[src/rtl/wtmr_pkg.sv]
package wtmr_pkg;

    // Register select codes; the write decoder depends on this numbering.
    typedef enum logic [2:0] {
        SEL_CNT_LO = 3'd0,
        SEL_CNT_HI = 3'd1,
        SEL_RLD_LO = 3'd2,
        SEL_RLD_HI = 3'd3,
        SEL_MODE   = 3'd4,
        SEL_FLAGS  = 3'd5
    } sel_e;

    typedef enum logic {
        OP_RELOAD = 1'b0,
        OP_CLKOUT = 1'b1
    } op_e;

    typedef struct packed {
        logic out_en;   // bit 1
        logic dn_en;    // bit 0
    } mode_t;

    typedef struct packed {
        logic ovf;      // bit 0 of a flags write
        logic ext;      // bit 1 of a flags write
    } flags_t;

    function automatic op_e pick_op(input logic cnt_sel, input mode_t m);
        return (!cnt_sel && m.out_en) ? OP_CLKOUT : OP_RELOAD;
    endfunction

    function automatic logic count_up(input op_e op, input mode_t m, input logic dir);
        return (op == OP_CLKOUT) || !m.dn_en || dir;
    endfunction

endpackage

[src/rtl/wtmr_presc.sv]
module wtmr_presc #(
    parameter int SLOW_DIV = 12,
    parameter int FAST_DIV = 2
) (
    input  logic clk,
    input  logic rst,
    input  logic run,
    input  logic tick,
    input  logic fast,
    output logic step
);
    localparam int MAXDIV = (SLOW_DIV > FAST_DIV) ? SLOW_DIV : FAST_DIV;
    localparam int PW     = (MAXDIV > 2) ? $clog2(MAXDIV) : 1;
    localparam logic [PW-1:0] SLOW_LIM = PW'(SLOW_DIV - 1);
    localparam logic [PW-1:0] FAST_LIM = PW'(FAST_DIV - 1);

    logic [PW-1:0] pcnt_q;
    logic [PW-1:0] lim;
    logic          at_lim;

    always_comb begin
        lim    = fast ? FAST_LIM : SLOW_LIM;
        at_lim = (pcnt_q >= lim);
        step   = run && tick && at_lim;
    end

    always_ff @(posedge clk) begin
        if (rst || !run) begin
            pcnt_q <= '0;
        end else if (tick) begin
            pcnt_q <= at_lim ? '0 : pcnt_q + 1'b1;
        end
    end

    // a stopped prescaler produces no step and sits at zero
    a_r2_stop_clears: assert property (@(posedge clk) disable iff (rst)
        !run |=> (pcnt_q == '0));

endmodule

[src/rtl/wtmr_core.sv]
module wtmr_core #(
    parameter int HALF_W = 8
) (
    input  logic                clk,
    input  logic                rst,
    input  logic                step,
    input  logic                up,
    input  logic [1:0]          half_wr,
    input  logic [HALF_W-1:0]   wdata,
    input  logic [2*HALF_W-1:0] reload,
    output logic [2*HALF_W-1:0] cnt_q,
    output logic                wrap_ev
);
    localparam int NH = 2;
    localparam int W  = NH * HALF_W;
    localparam logic [W-1:0] ONES = '1;

    logic [W-1:0] stepped;
    logic [W-1:0] nxt;
    logic         any_wr;
    logic         at_edge;

    always_comb begin
        any_wr  = |half_wr;
        at_edge = up ? (cnt_q == ONES) : (cnt_q == reload);
        wrap_ev = step && at_edge && !any_wr;
        if (at_edge) stepped = up ? reload : ONES;
        else         stepped = up ? cnt_q + 1'b1 : cnt_q - 1'b1;
    end

    for (genvar h = 0; h < NH; h++) begin : g_half
        assign nxt[h*HALF_W +: HALF_W] = half_wr[h] ? wdata :
                                         (any_wr ? cnt_q[h*HALF_W +: HALF_W]
                                                 : stepped[h*HALF_W +: HALF_W]);
    end

    always_ff @(posedge clk) begin
        if (rst) begin
            cnt_q <= '0;
        end else if (any_wr || step) begin
            cnt_q <= nxt;
        end
    end

    // up wrap loads the reload value
    a_r3_up_reload: assert property (@(posedge clk) disable iff (rst)
        (step && up && !any_wr && cnt_q == ONES) |=> (cnt_q == $past(reload)));

    // down wrap at the reload value loads all-ones
    a_r4_down_ones: assert property (@(posedge clk) disable iff (rst)
        (step && !up && !any_wr && cnt_q == reload) |=> (cnt_q == ONES));

    // no step and no write means the counter holds
    a_r2_idle_hold: assert property (@(posedge clk) disable iff (rst)
        (!step && !any_wr) |=> $stable(cnt_q));

    // a counter write overrides the step of that cycle
    a_r8_write_wins: assert property (@(posedge clk) disable iff (rst)
        half_wr[0] |=> (cnt_q[HALF_W-1:0] == $past(wdata)));

endmodule

[src/rtl/wtmr_flags.sv]
module wtmr_flags
    import wtmr_pkg::*;
(
    input  logic   clk,
    input  logic   rst,
    input  logic   flag_wr,
    input  flags_t wr_val,
    input  logic   wrap_ev,
    input  op_e    op,
    input  logic   dn_en,
    input  logic   pin_toggle_en,
    output logic   ovf_q,
    output logic   ext_q,
    output logic   pin_q
);
    flags_t base;
    logic   flag_wrap;

    always_comb begin
        base      = flag_wr ? wr_val : '{ovf: ovf_q, ext: ext_q};
        flag_wrap = wrap_ev && (op == OP_RELOAD);
    end

    always_ff @(posedge clk) begin
        if (rst) begin
            ovf_q <= 1'b0;
            ext_q <= 1'b0;
        end else begin
            ovf_q <= base.ovf | flag_wrap;
            ext_q <= base.ext ^ (flag_wrap && dn_en);
        end
    end

    // Clock-out pin: inverts on each wrap, held low outside clock-out mode.
    always_ff @(posedge clk) begin
        if (rst || !pin_toggle_en) begin
            pin_q <= 1'b0;
        end else if (wrap_ev) begin
            pin_q <= ~pin_q;
        end
    end

    // down-count wrap inverts the external flag
    a_r5_ext_toggle: assert property (@(posedge clk) disable iff (rst)
        (wrap_ev && dn_en && op == OP_RELOAD && !flag_wr) |=> (ext_q != $past(ext_q)));

    // with down-count disabled only software moves the external flag
    a_r5_ext_hold: assert property (@(posedge clk) disable iff (rst)
        (!dn_en && !flag_wr) |=> $stable(ext_q));

    // a wrap in auto-reload mode leaves the overflow flag set
    a_r3_ovf_set: assert property (@(posedge clk) disable iff (rst)
        (wrap_ev && op == OP_RELOAD) |=> ovf_q);

    // clock-out wraps never raise the overflow flag
    a_r6_no_ovf: assert property (@(posedge clk) disable iff (rst)
        (op == OP_CLKOUT && !flag_wr) |=> !$rose(ovf_q));

    // the pin only moves on a wrap while clock-out is active
    a_r6_pin_steady: assert property (@(posedge clk) disable iff (rst)
        (pin_toggle_en && !wrap_ev) |=> $stable(pin_q));

endmodule

[src/rtl/wrap_timer16.sv]
module wrap_timer16
    import wtmr_pkg::*;
#(
    parameter int HALF_W   = 8,
    parameter int SLOW_DIV = 12,
    parameter int FAST_DIV = 2
) (
    input  logic                clk,
    input  logic                rst,
    input  logic                osc_tick,
    input  logic                run_en,
    input  logic                cnt_sel,
    input  logic                ext_evt,
    input  logic                dir_in,
    input  logic                reg_wr,
    input  logic [2:0]          reg_sel,
    input  logic [HALF_W-1:0]   reg_wdata,
    output logic [2*HALF_W-1:0] count_q,
    output logic                ovf_flag,
    output logic                ext_flag,
    output logic                clk_out
);
    localparam int W = 2 * HALF_W;

    mode_t        mode_q;
    logic [W-1:0] reload_q;
    op_e          op;
    logic         up;
    logic         presc_step;
    logic         step;
    logic [1:0]   half_wr;
    logic         flag_wr;
    flags_t       flag_val;
    logic         wrap_ev;

    always_comb begin
        op         = pick_op(cnt_sel, mode_q);
        up         = count_up(op, mode_q, dir_in);
        step       = cnt_sel ? (run_en && ext_evt) : presc_step;
        half_wr[0] = reg_wr && (sel_e'(reg_sel) == SEL_CNT_LO);
        half_wr[1] = reg_wr && (sel_e'(reg_sel) == SEL_CNT_HI);
        flag_wr    = reg_wr && (sel_e'(reg_sel) == SEL_FLAGS);
        flag_val   = '{ovf: reg_wdata[0], ext: reg_wdata[1]};
    end

    always_ff @(posedge clk) begin
        if (rst) begin
            reload_q <= '0;
            mode_q   <= '0;
        end else if (reg_wr) begin
            case (sel_e'(reg_sel))
                SEL_RLD_LO: reload_q[HALF_W-1:0] <= reg_wdata;
                SEL_RLD_HI: reload_q[W-1:HALF_W] <= reg_wdata;
                SEL_MODE:   mode_q <= '{out_en: reg_wdata[1], dn_en: reg_wdata[0]};
                default: ;
            endcase
        end
    end

    wtmr_presc #(.SLOW_DIV(SLOW_DIV), .FAST_DIV(FAST_DIV)) u_presc (
        .clk  (clk),
        .rst  (rst),
        .run  (run_en && !cnt_sel),
        .tick (osc_tick),
        .fast (op == OP_CLKOUT),
        .step (presc_step)
    );

    wtmr_core #(.HALF_W(HALF_W)) u_core (
        .clk     (clk),
        .rst     (rst),
        .step    (step),
        .up      (up),
        .half_wr (half_wr),
        .wdata   (reg_wdata),
        .reload  (reload_q),
        .cnt_q   (count_q),
        .wrap_ev (wrap_ev)
    );

    wtmr_flags u_flags (
        .clk           (clk),
        .rst           (rst),
        .flag_wr       (flag_wr),
        .wr_val        (flag_val),
        .wrap_ev       (wrap_ev),
        .op            (op),
        .dn_en         (mode_q.dn_en),
        .pin_toggle_en (op == OP_CLKOUT),
        .ovf_q         (ovf_flag),
        .ext_q         (ext_flag),
        .pin_q         (clk_out)
    );

    // in event-counting mode oscillator ticks never move the counter
    a_r7_events_only: assert property (@(posedge clk) disable iff (rst)
        (cnt_sel && !ext_evt && !half_wr[0] && !half_wr[1]) |=> $stable(count_q));

    // with down-count disabled the counter never decrements on a plain step
    a_r10_up_only: assert property (@(posedge clk) disable iff (rst)
        (!mode_q.dn_en && step && !reg_wr && count_q != '1) |=> (count_q == $past(count_q) + 1'b1));

endmodule

[config.mk]
export PLATFORM = sky130hd
export DESIGN_NAME = wrap_timer16
export DESIGN_NICKNAME = d
export VERILOG_FILES = /design/src/rtl/wtmr_pkg.sv /design/src/rtl/wtmr_presc.sv /design/src/rtl/wtmr_core.sv /design/src/rtl/wtmr_flags.sv /design/src/rtl/wrap_timer16.sv
export SDC_FILE = /design/constraint.sdc
export NUM_CORES = 1
export LEC_CHECK = 0
export BUFFER_PORTS_ARGS = -buffer_cell sky130_fd_sc_hd__buf_2
export CORE_UTILIZATION = 40
export CTS_BUF_LIST = sky130_fd_sc_hd__clkbuf_8
export CTS_CLUSTER_DIAMETER = 60
export CTS_CLUSTER_SIZE = 28
export DETAILED_ROUTE_END_ITERATION = 10
export PLACE_DENSITY_LB_ADDON = 0.3
export SYNTH_ARGS = -nofsm -noshare
export SYNTH_HDL_FRONTEND = slang
export SYNTH_SLANG_ARGS = --single-unit
[constraint.sdc]
create_clock -name clk -period 5.6 [get_ports clk]
set_input_delay 0.56 -clock clk [delete_from_list [all_inputs] [get_ports clk]]
set_output_delay 0.56 -clock clk [all_outputs]
set_load 0.02 [all_outputs]
# Word level (Yosys, flattened, before mapping)
# Cells that the tools add are included.
# totals
regBits	41
input_bits	19
wordCells	69
out_inout_bits	19
# op_classes
bitwise_logic	4
eq_ne	9
magnitude_cmp	1
add_sub_neg	3
reduce_logical	29
n_mux	13
# op_table
op	n
$mux 16	3
$mux 8	4
$add 16x1->16 const B	1
$eq 16x16->1	1
$eq 16x16->1 const B	1
$sub 16x1->16 const B	1
$logic_and 1x1->1	12
$reduce_and 2->1	5
$mux 4	2
$eq 3x2->1 const B	2
$eq 3x3->1 const B	2
$logic_not 1->1	5
$logic_or 1x1->1	5
$add 4x1->4 const B	1
$ge 4x4->1	1
$ne 2x1->1 const B	2
$eq 3x1->1 const B	1
$logic_not 3->1	1
$mux 1	3
$mux 2	1
$not 1->1	2
$reduce_or 2->1	1
$or 1x1->1	1
$xor 1x1->1	1

# Depth between registers and ports, before layout
# logic_depth
word_depth	12
mapped_depth	14
ltp_nobuf	12

# Modules after synthesis
# From an unflattened synthesis, not the netlist that was laid out.
# unflattened
cells_unflattened	399
hier_area_um2	3283.1
# modules_own_cells
mod	seq_area_each_um2	cells_each	area_per_inst_um2	n_inst
wtmr_core	320.3	273	2011.9	1
wrap_timer16	360.3	80	848.3	1
wtmr_presc	80.1	34	295.3	1
wtmr_flags	60.1	12	127.6	1

# Worst setup path after synthesis
# Ideal clock, no wire load.
# synth_path
path_kind	input to register
from	in cnt_sel
to	reg u_core.cnt_q[12]
cell_stages	14
path_slack_ns	2.634
setup_time_ns	0.070
required_time_ns	5.530
path_buffers	2
arrival_ns	2.896
path_cell_list	nand2b_1 > buf_6 > inv_4 > nor3_1 > or2_2 > ha_1 > clkbuf_1 > nand4_1 > or3_1 > o21ai_0 > o21ai_1 > xor2_1 > mux2_1 > a21oi_1
# synth_between
elab_chain_len	9
word_cells_on_any_way	19
cone_classes	order compare: 1; mux: 9; reduce/logical: 9
# synth_lines
item	line_no	source
start: declaration	wrap_timer16.sv:12	input logic cnt_sel,
$logic_not 1->1	wtmr_pkg.sv:29, wrap_timer16.sv:63	
$logic_and 1x1->1	wtmr_pkg.sv:29	return (!cnt_sel && m.out_en) ? OP_CLKOUT : OP_RELOAD;
$mux 1	wtmr_pkg.sv:29	
$mux 4 / $logic_or 1x1->1 (equally long branches)	wtmr_presc.sv:22, wtmr_pkg.sv:33	
$ge 4x4->1 / $logic_or 1x1->1 (equally long branches)	wtmr_presc.sv:23, wtmr_pkg.sv:33	
$logic_and 1x1->1 (tied with other cells)	wtmr_presc.sv:24	step = run && tick && at_lim;
$mux 1 / $mux 16 (equally long branches)	wrap_timer16.sv:39, wtmr_core.sv:27	
$logic_or 1x1->1 / $mux 8 (equally long branches)	wtmr_core.sv:40, wtmr_core.sv:33	
$reduce_and 2->1 (no source line) / $mux 8 (equally long branches)	--	
end signal: assignment	wtmr_core.sv:41	cnt_q <= nxt;
end: declaration	wtmr_core.sv:11	output logic [2*HALF_W-1:0] cnt_q,
# Several ways; a longest one is shown, not always the timed one. The select of a mux whose other input is x is not followed.
# A chain may end at the register's enable or synchronous reset.

# Final worst setup path
# layout_path
from	in cnt_sel
to	reg u_core.cnt_q[8]
# The elaborated chain is that of the path after synthesis.

==> summary.txt <==
Logic synthesis
  – Area share of xor/xnor cells in the synthesized design: 6.81%
  – Fraction of the mapped netlist area in simple logic gates: around 28%
  – Share of the synthesized area in the top cell type: a little over a quarter
  – Flip-flop and latch count after synthesis: 41
  – Number of enable-type register cells in the synthesized netlist: 0
  – Post-Synthesis Cells: between 300 and 400
  – Predominant post-synthesis flop cell: dfxtp_1
  – Multiplexer area fraction after synthesis: under 10%
  – Leading post-synthesis cells by instance count: nand2_1, dfxtp_1, nor2_1, a21oi_1, clkbuf_1
  – Cell area after technology mapping: ~3100 um2
  – Main combinational cell family by area after synthesis: simple AND/OR/NAND/NOR gates
  – Dominant cell type by area after synthesis: dfxtp_1
  – Fraction of registers with async set or reset after synthesis: 0%
  – Synth warn: 0
  – Most area-consuming cells after synthesis: dfxtp_1, a21oi_1, mux2i_1
  – Post-synthesis net count: ~420
  – Share of synthesized cell area in full adder, half adder and majority cells: about 1.6%
  – Library cells used by synthesis: 71
  – Mean instance size in the synthesized netlist: 7.74 um2
  – Compound-gate portion of the synthesized area: a little under a quarter
  – Most repeated cell in the gate-level netlist after synthesis: nand2_1
  – Fraction of the yosys area taken by sequential cells: a little over a quarter

Placement
  – Number of cells after detailed placement: 510
  – Total of buffers placed on input and output ports: 37
  – Placer Congestion: around 0.96
  – Cell area after placement: about 3300 um2
  – HPWL Detailed: between 7000 and 8000 um

Pwr
  – Leakage power: 1.33 nW
  – Net switching power figure: approximately 0.00021 W
  – Fraction of power consumed by the clock network: a little over a third
  – Power density relative to cell area: just over 200 nW/um2
  – Portion of total power attributed to sequential cells: roughly 46%
  – Largest voltage drop on the vdd net: 0.000140 V
  – Net switching share of the total power: 29.8%
  – Pint: between 0.0004 and 0.0005 W
  – Gate power share: about 18%

Floorplan
  – Initial cell density of the core: 41.9%
  – Total Die Area: between 8000 and 9000 um2
  – Std cell rows: 31
  – X dimension of the die: between 80 and 90 um
  – Die extent in y: 89.8 um
  – Top Ports: 38
  – Placeable Area: approximately 7400 um2

Cells and area
  – Diode insertion count for antenna repair: 0
  – Final standard cell count with taps included and fillers excluded: ~520
  – Number of filler cells placed in the layout: around 740
  – Flip-flop and latch area: about 820 um2
  – Final-stage net count: 441
  – Final core utilization: a little under half
  – Finished layout cell area: approximately 3400 um2
  – Area of the multi-input gates: 2070 um2
  – Proportion of layout cells with a drive suffix above 1: 15.5%
  – Relative area change from synthesis to final layout: 10.3%

Clocking
  – Count of buffers added by post-CTS timing repair for setup: 0
  – Quantity of gates resized following cts: 0
  – Clock-pin slew of the registers on the worst-case setup and hold paths: about 0.080 ns
  – Total clock sinks: between 40 and 50
  – Bufs on Longest Clock Path: 2
  – Later-pin clock latency in the skew report: 0.30 ns
  – H-tree depth: 2
  – Number of buffers created by CTS: 5
  – Root Driver: clkbuf_8
  – Hold-fix buffers at CTS: 0
  – Clock tree from TritonCTS: built

Routing
  – Drt total wl: 10100 um
  – DR WL/cell: 19.4 um
  – DR pass1 iterations: 5
  – Number of design rule violations left after detail routing: 0
  – Average vias per placed instance: ~6.1
  – Total via count in the routed design: 3163
  – Iteration-0 DRC count of the detailed router: between 200 and 250
  – DRT antenna net count: 0

Timing
  – Setup-failing EPs final: 0
  – Period Utilization, post-route: around two thirds
  – Number of endpoints with negative hold slack in the final report: 0
  – Top achievable clock speed: between 200 and 300 MHz
  – Minimum clock period after layout: ~3.8 ns
  – Max-slew violation count: 0
  – Max Clock Skew: 0.00911 ns
  – TNS Setup: 0 ns
  – Remaining max-slew budget at the tightest pin: between 40% and 50%
  – Transition time at the pin with the least slew margin: roughly 0.77 ns
  – RSZ-0062 raised after global routing: no

Critical path
  – Peak fanout along the critical path: 16
  – Worst Setup Start Kind: input pin
  – Endpoint class of the critical path: register
  – Req. time, crit path: between 5 and 6 ns
  – CP Class: input pin to register
  – Worst r2r src: mode_q[1]
  – Signal arrival time at the worst endpoint: approximately 4 ns
  – Worst setup path startpoint: cnt_sel

Worst hold path
  – Worst Hold Class: register to register
  – Critical hold path startpoint: reload_q[13]

Status
  – Outcome: completed

Run
  – MaxCap Viol Count: 0

Global routing
  – Wire length of the first global-routing pass: 16100 um
  – GRT Overall Usage: about a quarter
  – Pin count of the biggest net entering global routing: 32
  – Initial antenna violation count: 0
  – Global route total overflow: 0
  – Via count of the first global-routing pass: between 2000 and 3000
## cells by family after synthesis
group | after synthesis
AOI/OAI and AO/OA | 102
xor gates and xnor gates | 24
adders and majority gates | 4
buffers and inverters | 46
DFF | 41
muxes | 21
and+or+nand+nor | 161
## flip-flops by register name, summed over array words and instances, names as in the netlist
name / cells
u_flags.ovf_q: 1
u_core.cnt_q: 16
u_flags.pin_q: 1
u_flags.ext_q: 1
u_presc.pcnt_q: 4
mode_q: 2
reload_q: 16
## critical path, cell delays in order
cell       delay [ns]
buf_2            0.11
nand2b_1         0.59
inv_4            0.16
nor2_2           0.44
buf_4            0.28
a32oi_1          0.10
a2111oi_0        0.37
and4b_1          0.75
mux2_2           0.41
a211oi_1         0.21
## through the flow
step	hold WS [ns]	setup WS [ns]	power, W
floorplan	0.449	2.63	0.000414
global placement	0.469	1.62	0.000459
detailed placement	0.480	1.58	0.000460
CTS	0.492	1.88	0.000708
global route	0.523	1.63	0.000737
finish	0.496	1.80	0.000708
## final timing paths
| kind | to | slack [ns] | depth (start not counted) |
|---|---|---|---|
| min | reload_q[13] | 0.50 | 2 |
| min reg2reg | reload_q[13] | 0.50 | 2 |
| max reg2reg | u_core.cnt_q[8] | 1.91 | 9 |
| max | u_core.cnt_q[8] | 1.80 | 10 |
## placed cells by master (no fill, tap or decap), types with 3 or more instances in the layout
master     n
mux2_1     4
a31oi_1    9
clkbuf_8   6
o211ai_1   3
a22oi_1    5
o21ai_0    6
ha_1       4
o211a_1    3
a211oi_1   5
nand2_1   42
xor2_1     8
o31ai_1    7
o22ai_1    4
nor4_1     7
o221ai_1   3
buf_2     37
buf_4      3
or3_1      6
and4_1     3
nor3_1    17
a21oi_1   33
nand4_1    4
nor2_1    38
or2_2      3
mux2i_1   16
nand2b_1   4
dfxtp_1   41
xnor2_1   16
nand3_1   10
inv_1     17
and3_1     3
## per-layer routing
layer	global-route usage (%)	part of all wire, %
met1	34.4	45
met2	38.3	44
met3	5.41	8.4
met4	9.29	2.5
met5	0	0
## layout make-up
type                       instances  area share (%)
inverter                          18            2.06
timing repair buffer              40            6.10
tap                               99            3.64
clock inverter                     2           0.992
clock buffer                       6            2.42
sequential                        41            24.1
multi-input combinational        312            60.7
## power by group through the flow
| stage | clock (W) | sequential (W) | combinational [W] |
|---|---|---|---|
| final | 0.000251 | 0.000328 | 0.000129 |
| after global routing | 0.000267 | 0.000330 | 0.000140 |
| after CTS | 0.000254 | 0.000327 | 0.000127 |
| after detailed placement | 0 | 0.000334 | 0.000126 |
| after global placement | 0 | 0.000334 | 0.000125 |
| after floorplan | 0 | 0.000325 | 0.0000892 |
(Power assumes the default switching activity.)
